## config.mk

```make
export PLATFORM = sky130hd
export DESIGN_NAME = tmr_chan
export DESIGN_NICKNAME = d
export VERILOG_FILES = /design/src/rtl/tmr_pkg.sv /design/src/rtl/tmr_tick.sv /design/src/rtl/tmr_count.sv /design/src/rtl/tmr_wave.sv /design/src/rtl/tmr_chan.sv
export SDC_FILE = /design/constraint.sdc
export NUM_CORES = 1
export LEC_CHECK = 0
export ABC_AREA = 0
export BUFFER_PORTS_ARGS = -buffer_cell sky130_fd_sc_hd__buf_2
export CORE_MARGIN = 5
export CORE_UTILIZATION = 35
export DETAILED_ROUTE_END_ITERATION = 8
export PLACE_DENSITY = 0.5
export SLEW_MARGIN = 40
export SYNTH_ARGS = -nofsm -noshare
export SYNTH_HDL_FRONTEND = slang
export SYNTH_HIERARCHICAL = 1
export SYNTH_SLANG_ARGS = --single-unit
```

## constraint.sdc

```tcl
create_clock -name clk -period 7.3 [get_ports clk]
set_clock_uncertainty 0.2 [all_clocks]
set_input_delay 0.365 -clock clk [delete_from_list [all_inputs] [get_ports clk]]
set_output_delay 0.365 -clock clk [all_outputs]
set_load 0.005 [all_outputs]
```

## src/rtl/tmr_pkg.sv

```systemverilog
package tmr_pkg;
   localparam int NFLAG  = 3;
   localparam int MODE_W = 9;

   localparam logic [2:0] A_CMD  = 3'd0;
   localparam logic [2:0] A_MODE = 3'd1;
   localparam logic [2:0] A_RA   = 3'd2;
   localparam logic [2:0] A_RC   = 3'd3;
   localparam logic [2:0] A_CV   = 3'd4;
   localparam logic [2:0] A_STAT = 3'd5;
   localparam logic [2:0] A_IEN  = 3'd6;
   localparam logic [2:0] A_IDIS = 3'd7;

   typedef enum logic [1:0] {
      ACT_NONE = 2'd0,
      ACT_SET  = 2'd1,
      ACT_CLR  = 2'd2,
      ACT_TGL  = 2'd3
   } act_e;
endpackage

```

## src/rtl/tmr_tick.sv

```systemverilog
module tmr_tick #(
   parameter int BASE_LOG2 = 1,
   parameter int STEP_LOG2 = 2
) (
   input  logic       clk,
   input  logic       rst_n,
   input  logic [2:0] sel,
   input  logic       slow_tick,
   input  logic       ext_in,
   output logic       tick
);
   localparam int NDIV  = 4;
   localparam int PRE_W = BASE_LOG2 + STEP_LOG2 * (NDIV - 1);

   if (BASE_LOG2 < 1) begin : g_bad_base
      $error("tmr_tick: BASE_LOG2 must be at least 1");
   end
   if (STEP_LOG2 < 1) begin : g_bad_step
      $error("tmr_tick: STEP_LOG2 must be at least 1");
   end

   logic [PRE_W-1:0] pre_q;
   logic [NDIV-1:0]  div_tick;
   logic [2:0]       ext_q;
   logic             ext_tick;

   always_ff @(posedge clk) begin
      if (!rst_n) begin
         pre_q <= '0;
         ext_q <= '0;
      end else begin
         pre_q <= pre_q + 1'b1;
         ext_q <= {ext_q[1:0], ext_in};
      end
   end

   for (genvar k = 0; k < NDIV; k++) begin : g_div
      localparam int LW = BASE_LOG2 + STEP_LOG2 * k;
      assign div_tick[k] = &pre_q[LW-1:0];
   end

   assign ext_tick = ext_q[1] & ~ext_q[2];

   always_comb begin
      case (sel)
         3'd0, 3'd1, 3'd2, 3'd3: tick = div_tick[sel[1:0]];
         3'd4:                   tick = slow_tick;
         3'd5:                   tick = ext_tick;
         default:                tick = 1'b0;
      endcase
   end
endmodule

```

## src/rtl/tmr_count.sv

```systemverilog
module tmr_count #(
   parameter int CNT_W = 16
) (
   input  logic             clk,
   input  logic             rst_n,
   input  logic             tick,
   input  logic             trig,
   input  logic             en_cmd,
   input  logic             dis_cmd,
   input  logic             auto_rst,
   input  logic             stop_rc,
   input  logic [CNT_W-1:0] ra,
   input  logic [CNT_W-1:0] rc,
   output logic [CNT_W-1:0] cnt,
   output logic             clk_on,
   output logic             ev_ovf,
   output logic             ev_ra,
   output logic             ev_rc
);
   logic step;

   assign step   = tick & clk_on & ~trig;
   assign ev_ra  = step & (cnt == ra);
   assign ev_rc  = step & (cnt == rc);
   assign ev_ovf = step & (&cnt) & ~(ev_rc & (auto_rst | stop_rc));

   always_ff @(posedge clk) begin
      if (!rst_n) begin
         cnt    <= '0;
         clk_on <= 1'b0;
      end else begin
         if (trig)
            cnt <= '0;
         else if (step) begin
            if (ev_rc && stop_rc)
               cnt <= cnt;
            else if (ev_rc && auto_rst)
               cnt <= '0;
            else
               cnt <= cnt + 1'b1;
         end

         if (dis_cmd)
            clk_on <= 1'b0;
         else if (en_cmd)
            clk_on <= 1'b1;
         else if (ev_rc && stop_rc)
            clk_on <= 1'b0;
      end
   end
endmodule

```

## src/rtl/tmr_wave.sv

```systemverilog
module tmr_wave
   import tmr_pkg::*;
(
   input  logic clk,
   input  logic rst_n,
   input  logic ev_ra,
   input  logic ev_rc,
   input  act_e ra_act,
   input  act_e rc_act,
   output logic wave
);
   function automatic logic apply_act(input act_e a, input logic cur);
      case (a)
         ACT_SET: return 1'b1;
         ACT_CLR: return 1'b0;
         ACT_TGL: return ~cur;
         default: return cur;
      endcase
   endfunction

   always_ff @(posedge clk) begin
      if (!rst_n)
         wave <= 1'b0;
      else if (ev_rc)
         wave <= apply_act(rc_act, wave);
      else if (ev_ra)
         wave <= apply_act(ra_act, wave);
   end
endmodule

```

## src/rtl/tmr_chan.sv

```systemverilog
module tmr_chan
   import tmr_pkg::*;
#(
   parameter int CNT_W     = 16,
   parameter int DATA_W    = 16,
   parameter int BASE_LOG2 = 1,
   parameter int STEP_LOG2 = 2
) (
   input  logic              clk,
   input  logic              rst_n,
   input  logic              wr_en,
   input  logic              rd_en,
   input  logic [2:0]        addr,
   input  logic [DATA_W-1:0] wdata,
   output logic [DATA_W-1:0] rdata,
   input  logic              slow_tick,
   input  logic              ext_in,
   input  logic              sync_trg,
   output logic              tioa,
   output logic              irq
);
   if (CNT_W < 2) begin : g_bad_cnt
      $error("tmr_chan: CNT_W must be at least 2");
   end
   if (DATA_W < CNT_W || DATA_W < MODE_W || DATA_W < 8) begin : g_bad_data
      $error("tmr_chan: DATA_W too narrow for counter, mode or mask");
   end

   logic [MODE_W-1:0] mode_q;
   logic [CNT_W-1:0]  ra_q, rc_q, cnt;
   logic [NFLAG-1:0]  imr_q, flag_q, ev_vec;
   logic              wr_cmd, en_cmd, dis_cmd, trig, rd_stat;
   logic              tick, clk_on, ev_ovf, ev_ra, ev_rc;
   logic [2:0]        sel;
   logic              auto_rst, stop_rc;
   act_e              ra_act, rc_act;

   assign sel      = mode_q[2:0];
   assign auto_rst = mode_q[3];
   assign stop_rc  = mode_q[4];
   assign ra_act   = act_e'(mode_q[6:5]);
   assign rc_act   = act_e'(mode_q[8:7]);

   assign wr_cmd  = wr_en && (addr == A_CMD);
   assign en_cmd  = wr_cmd & wdata[0];
   assign dis_cmd = wr_cmd & wdata[1];
   assign trig    = (wr_cmd & wdata[2]) | sync_trg;
   assign rd_stat = rd_en && (addr == A_STAT);
   assign ev_vec  = {ev_rc, ev_ra, ev_ovf};

   always_ff @(posedge clk) begin
      if (!rst_n) begin
         mode_q <= '0;
         ra_q   <= '0;
         rc_q   <= '0;
         imr_q  <= '0;
         flag_q <= '0;
      end else begin
         if (wr_en) begin
            case (addr)
               A_MODE:  mode_q <= wdata[MODE_W-1:0];
               A_RA:    ra_q   <= wdata[CNT_W-1:0];
               A_RC:    rc_q   <= wdata[CNT_W-1:0];
               A_IEN:   imr_q  <= imr_q | wdata[NFLAG-1:0];
               A_IDIS:  imr_q  <= imr_q & ~wdata[NFLAG-1:0];
               default: ;
            endcase
         end
         flag_q <= (rd_stat ? '0 : flag_q) | ev_vec;
      end
   end

   tmr_tick #(.BASE_LOG2(BASE_LOG2), .STEP_LOG2(STEP_LOG2)) tick_i (
      .clk(clk), .rst_n(rst_n), .sel(sel), .slow_tick(slow_tick),
      .ext_in(ext_in), .tick(tick)
   );

   tmr_count #(.CNT_W(CNT_W)) count_i (
      .clk(clk), .rst_n(rst_n), .tick(tick), .trig(trig),
      .en_cmd(en_cmd), .dis_cmd(dis_cmd), .auto_rst(auto_rst),
      .stop_rc(stop_rc), .ra(ra_q), .rc(rc_q), .cnt(cnt),
      .clk_on(clk_on), .ev_ovf(ev_ovf), .ev_ra(ev_ra), .ev_rc(ev_rc)
   );

   tmr_wave wave_i (
      .clk(clk), .rst_n(rst_n), .ev_ra(ev_ra), .ev_rc(ev_rc),
      .ra_act(ra_act), .rc_act(rc_act), .wave(tioa)
   );

   assign irq = |(flag_q & imr_q);

   always_comb begin
      rdata = '0;
      case (addr)
         A_MODE: rdata = DATA_W'(mode_q);
         A_RA:   rdata = DATA_W'(ra_q);
         A_RC:   rdata = DATA_W'(rc_q);
         A_CV:   rdata = DATA_W'(cnt);
         A_STAT: rdata = DATA_W'({tioa, clk_on, flag_q});
         A_IEN:  rdata = DATA_W'(imr_q);
         default: rdata = '0;
      endcase
   end
endmodule

```

==> results.txt <==
----------------------------------------------------
[Outcome]
  Status ... finished, final reports clean

[GRT]
  Remaining Overflow, GRT ... 0
  Initial antenna violation count ... 0
  Vias in the first global route ... 3652
  First-pass GRT wire length ... between 15 and 20 mm
  Pin count of the biggest net entering global routing ... 60
  Total global-route track usage ... 0.171

[Clocking]
  Clock root buffer ... sky130_fd_sc_hd__clkbuf_16
  # resized after CTS ... 0
  Number of buffers added for setup after CTS ... 0
  Post-CTS clock slew at the launch and capture registers of the worst setup and hold paths ... 0.06 ns
  Number of buffers between clock root and the deepest sink ... 2
  Clock buffer count from CTS ... 9
  Number of hold buffers added after cts ... 0
  Skew-Pair Late Insertion Delay ... 0.34 ns
  Htree depth ... 3
  CTS tree ... done
  Clk sink count ... 75

[STA]
  RSZ-0062 raised after global routing ... no
  Hold WS ... 0.0270 ns
  Total Neg Setup Slack ... 0 ns
  Final critical path time including I/O delays and setup ... 3.36 ns
  Final period utilization ... 0.460
  Worst Tran Pin Value ... between 0.8 and 0.9 ns
  Fmax ... around 0.30 GHz
  Setup-violating endpoint count in the final report ... 0
  Worst slew margin relative to its limit ... 0.444
  Final number of hold-violating endpoints ... 0
  Max-slew violation total from the final report ... 0
  Post-route worst setup slack ... 3.94 ns

[Critical path]
  CP Data Required Time ... approximately 7.3 ns
  Kind of critical path ... flop to flop
  R2R depth ... 11
  Largest fanout of any net on the critical path ... 12
  Arrival time of data at the critical path endpoint ... roughly 3.4 ns
  Delay of the slowest cell on the worst path ... roughly 0.48 ns
  Kind of capture point of the worst setup path ... flop
  Kind of start point of the critical path ... flop
  Most common cell on crit path ... sky130_fd_sc_hd__ha_1
  CP Cell Sequence ... ha_1 > and3_2 > ha_1 > nor4bb_1 > a211o_1 > and3b_1 > nand4_1 > nor3_2 > nand3_1 > a221oi_1 > nor3_1
  Cell with the largest stage delay on the worst path ... sky130_fd_sc_hd__nand3_1

[Synthesis]
  Cell count after synthesis ... 540
  Post-synthesis register bit count ... 75
  Yosys top cell area share ... 0.338
  Post-Syn Nets ... 570
  Cell type with the highest aggregate area in the netlist ... sky130_fd_sc_hd__dfxtp_1
  Post-synthesis cell area ... roughly 4400 µm²
  Sequential share of the synthesized area ... 0.338
  Average cell area after synthesis ... just over 8 µm²
  Cells taking the most area after synthesis ... sky130_fd_sc_hd__dfxtp_1, sky130_fd_sc_hd__nand2_1, sky130_fd_sc_hd__a21boi_1
  Number of warnings reported in the yosys synthesis log ... 6
  Proportion of synthesized flip-flops having asynchronous set or reset ... 0
  Most frequently used flop master after synthesis ... sky130_fd_sc_hd__dfxtp_1
  Number of synthesized flops with an enable pin ... 0
  Number of unique standard cell types used by synthesis ... between 60 and 70

[Floorplanning]
  Initial Utilization ... 0.355
  Number of ports placed on the die boundary ... 44
  Placeable core region ... between 10000 and 15000 µm²
  Area of the die ... ~15000 µm²
  DIE HEIGHT ... approximately 120 µm
  Overall die width ... ~120 µm
  Floorplan row count ... between 40 and 50

[Detailed routing]
  1st-pass router iterations ... 5
  Detailed-route DRC error count ... 0
  Post-detailed-routing wire length ... between 10 and 15 mm
  Average detailed-routed wire length per instance ... ~17 µm
  Vias per cell ... approximately 5.2
  Post-route antenna net violation count ... 0
  Overall via count from detail_route ... 3796
  Number of design-rule violations left by the first detailed-router iteration ... around 260

[Finish]
  Count of non-filler cells in the finished layout ... 728
  Most frequent standard cell in the layout excluding fill and tap cells ... sky130_fd_sc_hd__nand2_1
  # nets final ... roughly 580
  Area overhead of the layout relative to synthesis ... 10.7%
  Share of cells above drive strength 1 ... 0.133
  Number of inserted filler cells in the final layout ... roughly 1400
  Most frequent cells in the layout ... sky130_fd_sc_hd__nand2_1, sky130_fd_sc_hd__dfxtp_1, sky130_fd_sc_hd__buf_2, sky130_fd_sc_hd__a21boi_1, sky130_fd_sc_hd__mux2i_1
  Antenna cells ... 0

[Min path]
  Cell count of the worst hold path ... 2
  Type of the tightest min-delay check ... primary input to flop

[Pwr]
  Fraction of power consumed by sequential logic ... 0.437
  Leakage power ... roughly 0.0019 µW
  Pwr per Cell Area ... slightly below 200 nW/µm²
  Share of total power in combinational logic ... 0.070
  Internal power ... 743 µW
  Sw frac ... 0.234
  Power spent charging and discharging nets ... approximately 230 µW
  Largest vdd supply drop ... roughly 0.13 mV
  Proportion of power drawn by the clock network ... 0.493

[Run]
  Number of maximum-capacitance constraint violations ... 0

[Placement]
  Routability cong. ... 0.802
  Place WS ... around 3.8 ns
  HPWL after detailed placement ... roughly 9 mm
  Number of input and output port buffers inserted ... between 40 and 50
  Placed Cells incl. Taps ... about 700

----------------------------------------------------
==> through the flow <==
step,power (µW),util,instance area [µm²]
2_1_floorplan,481,-,4450
3_3_place_gp,500,0.367,4590
3_5_place_dp,501,0.367,4600
4_1_cts,983,0.393,4920
5_1_grt,1010,0.393,4920
6_report,970,0.393,4920
==> critical path: cells and delay by family (launching register included) <==
family	cells	cell delay (ns)
AO/OA/AOI/OAI	2	0.54
adder cells (fa/ha/maj)	2	0.31
AND/OR/NAND/NOR	7	1.79
flip-flops	1	0.37
==> power groups by stage <==
| stage | Sequential (µW) | Combinational [µW] | Clock (µW) |
|---|---|---|---|
| after floorplan | 430 | 50.1 | 0 |
| after global placement | 433 | 67.3 | 0 |
| after detailed placement | 433 | 68.1 | 0 |
| after CTS | 424 | 68.4 | 490 |
| after global routing | 425 | 74.6 | 508 |
| final | 424 | 68.0 | 478 |
==> logic make-up (layout without fill, tap and decap cells) <==
| kind of cell | Yosys count | after routing | share of synthesized area |
|---|---|---|---|
| and+or+nand+nor | 249 | 249 | 0.292 |
| AOI/OAI and AO/OA | 104 | 104 | 0.168 |
| DFF | 75 | 75 | 0.338 |
| buffers and inverters | 51 | 67 | 0.0704 |
| xor gates and xnor gates | 33 | 33 | 0.0650 |
| muxes | 24 | 24 | 0.0563 |
| adders and majority gates | 4 | 4 | 0.0113 |
==> synthesized netlist by cell type, drive strengths merged (5+ instances only) <==
library cell,n
a211o,5
a21boi,42
a21oi,14
a31oi,10
and2,9
buf,33
clkbuf,10
dfxtp,75
inv,8
mux2i,22
nand2,126
nand2b,5
nand3,23
nand3b,9
nand4,8
nor2,16
nor2b,6
nor3,14
nor3b,8
o21ai,11
xnor2,16
xor2,17
==> layer usage <==
layer | GRT usage | vias up | part of all wire | wire (µm)
met4 | 0.0511 | 0 | 0.0086 | 106
met5 | 0 | - | 0 | 0
met2 | 0.272 | 61 | 0.48 | 5900
met3 | 0.0364 | 6 | 0.037 | 457
met1 | 0.232 | 1834 | 0.48 | 5900
li1 | - | 1895 | - | -
==> area by class of cell <==
cell class,instances,area [µm²],share of cell area
Clock buffer,9,225,0.0458
Clock inverter,7,92.6,0.0188
Inverter,8,30.0,0.00610
Multi-Input combinational cell,414,2640,0.536
Sequential cell,75,1500,0.305
Tap cell,172,215,0.0437
Timing Repair Buffer,43,220,0.0447
==> registers in the layout (all words and copies together) (netlist names), named ones only <==
register        flops
tick_i/ext_q        3
wave_i/wave         1
flag_q              3
rc_q               16
count_i/cnt        16
tick_i/pre_q        7
ra_q               16
mode_q              9
count_i/clk_on      1
==> final timing paths <==
kind | slack, ns | startpoint | endpoint
setup / recovery | 3.94 | tick_i/pre_q[0]$_SDFF_PN0_ | count_i/cnt[14]$_SDFFE_PP0P_
hold reg to reg | 0.25 | tick_i/ext_q[0]$_SDFF_PN0_ | tick_i/ext_q[1]$_SDFF_PN0_
setup reg to reg | 3.94 | tick_i/pre_q[0]$_SDFF_PN0_ | count_i/cnt[14]$_SDFFE_PP0P_
hold / removal | 0.03 | ext_in | tick_i/ext_q[0]$_SDFF_PN0_
(Power assumes the default switching activity.)
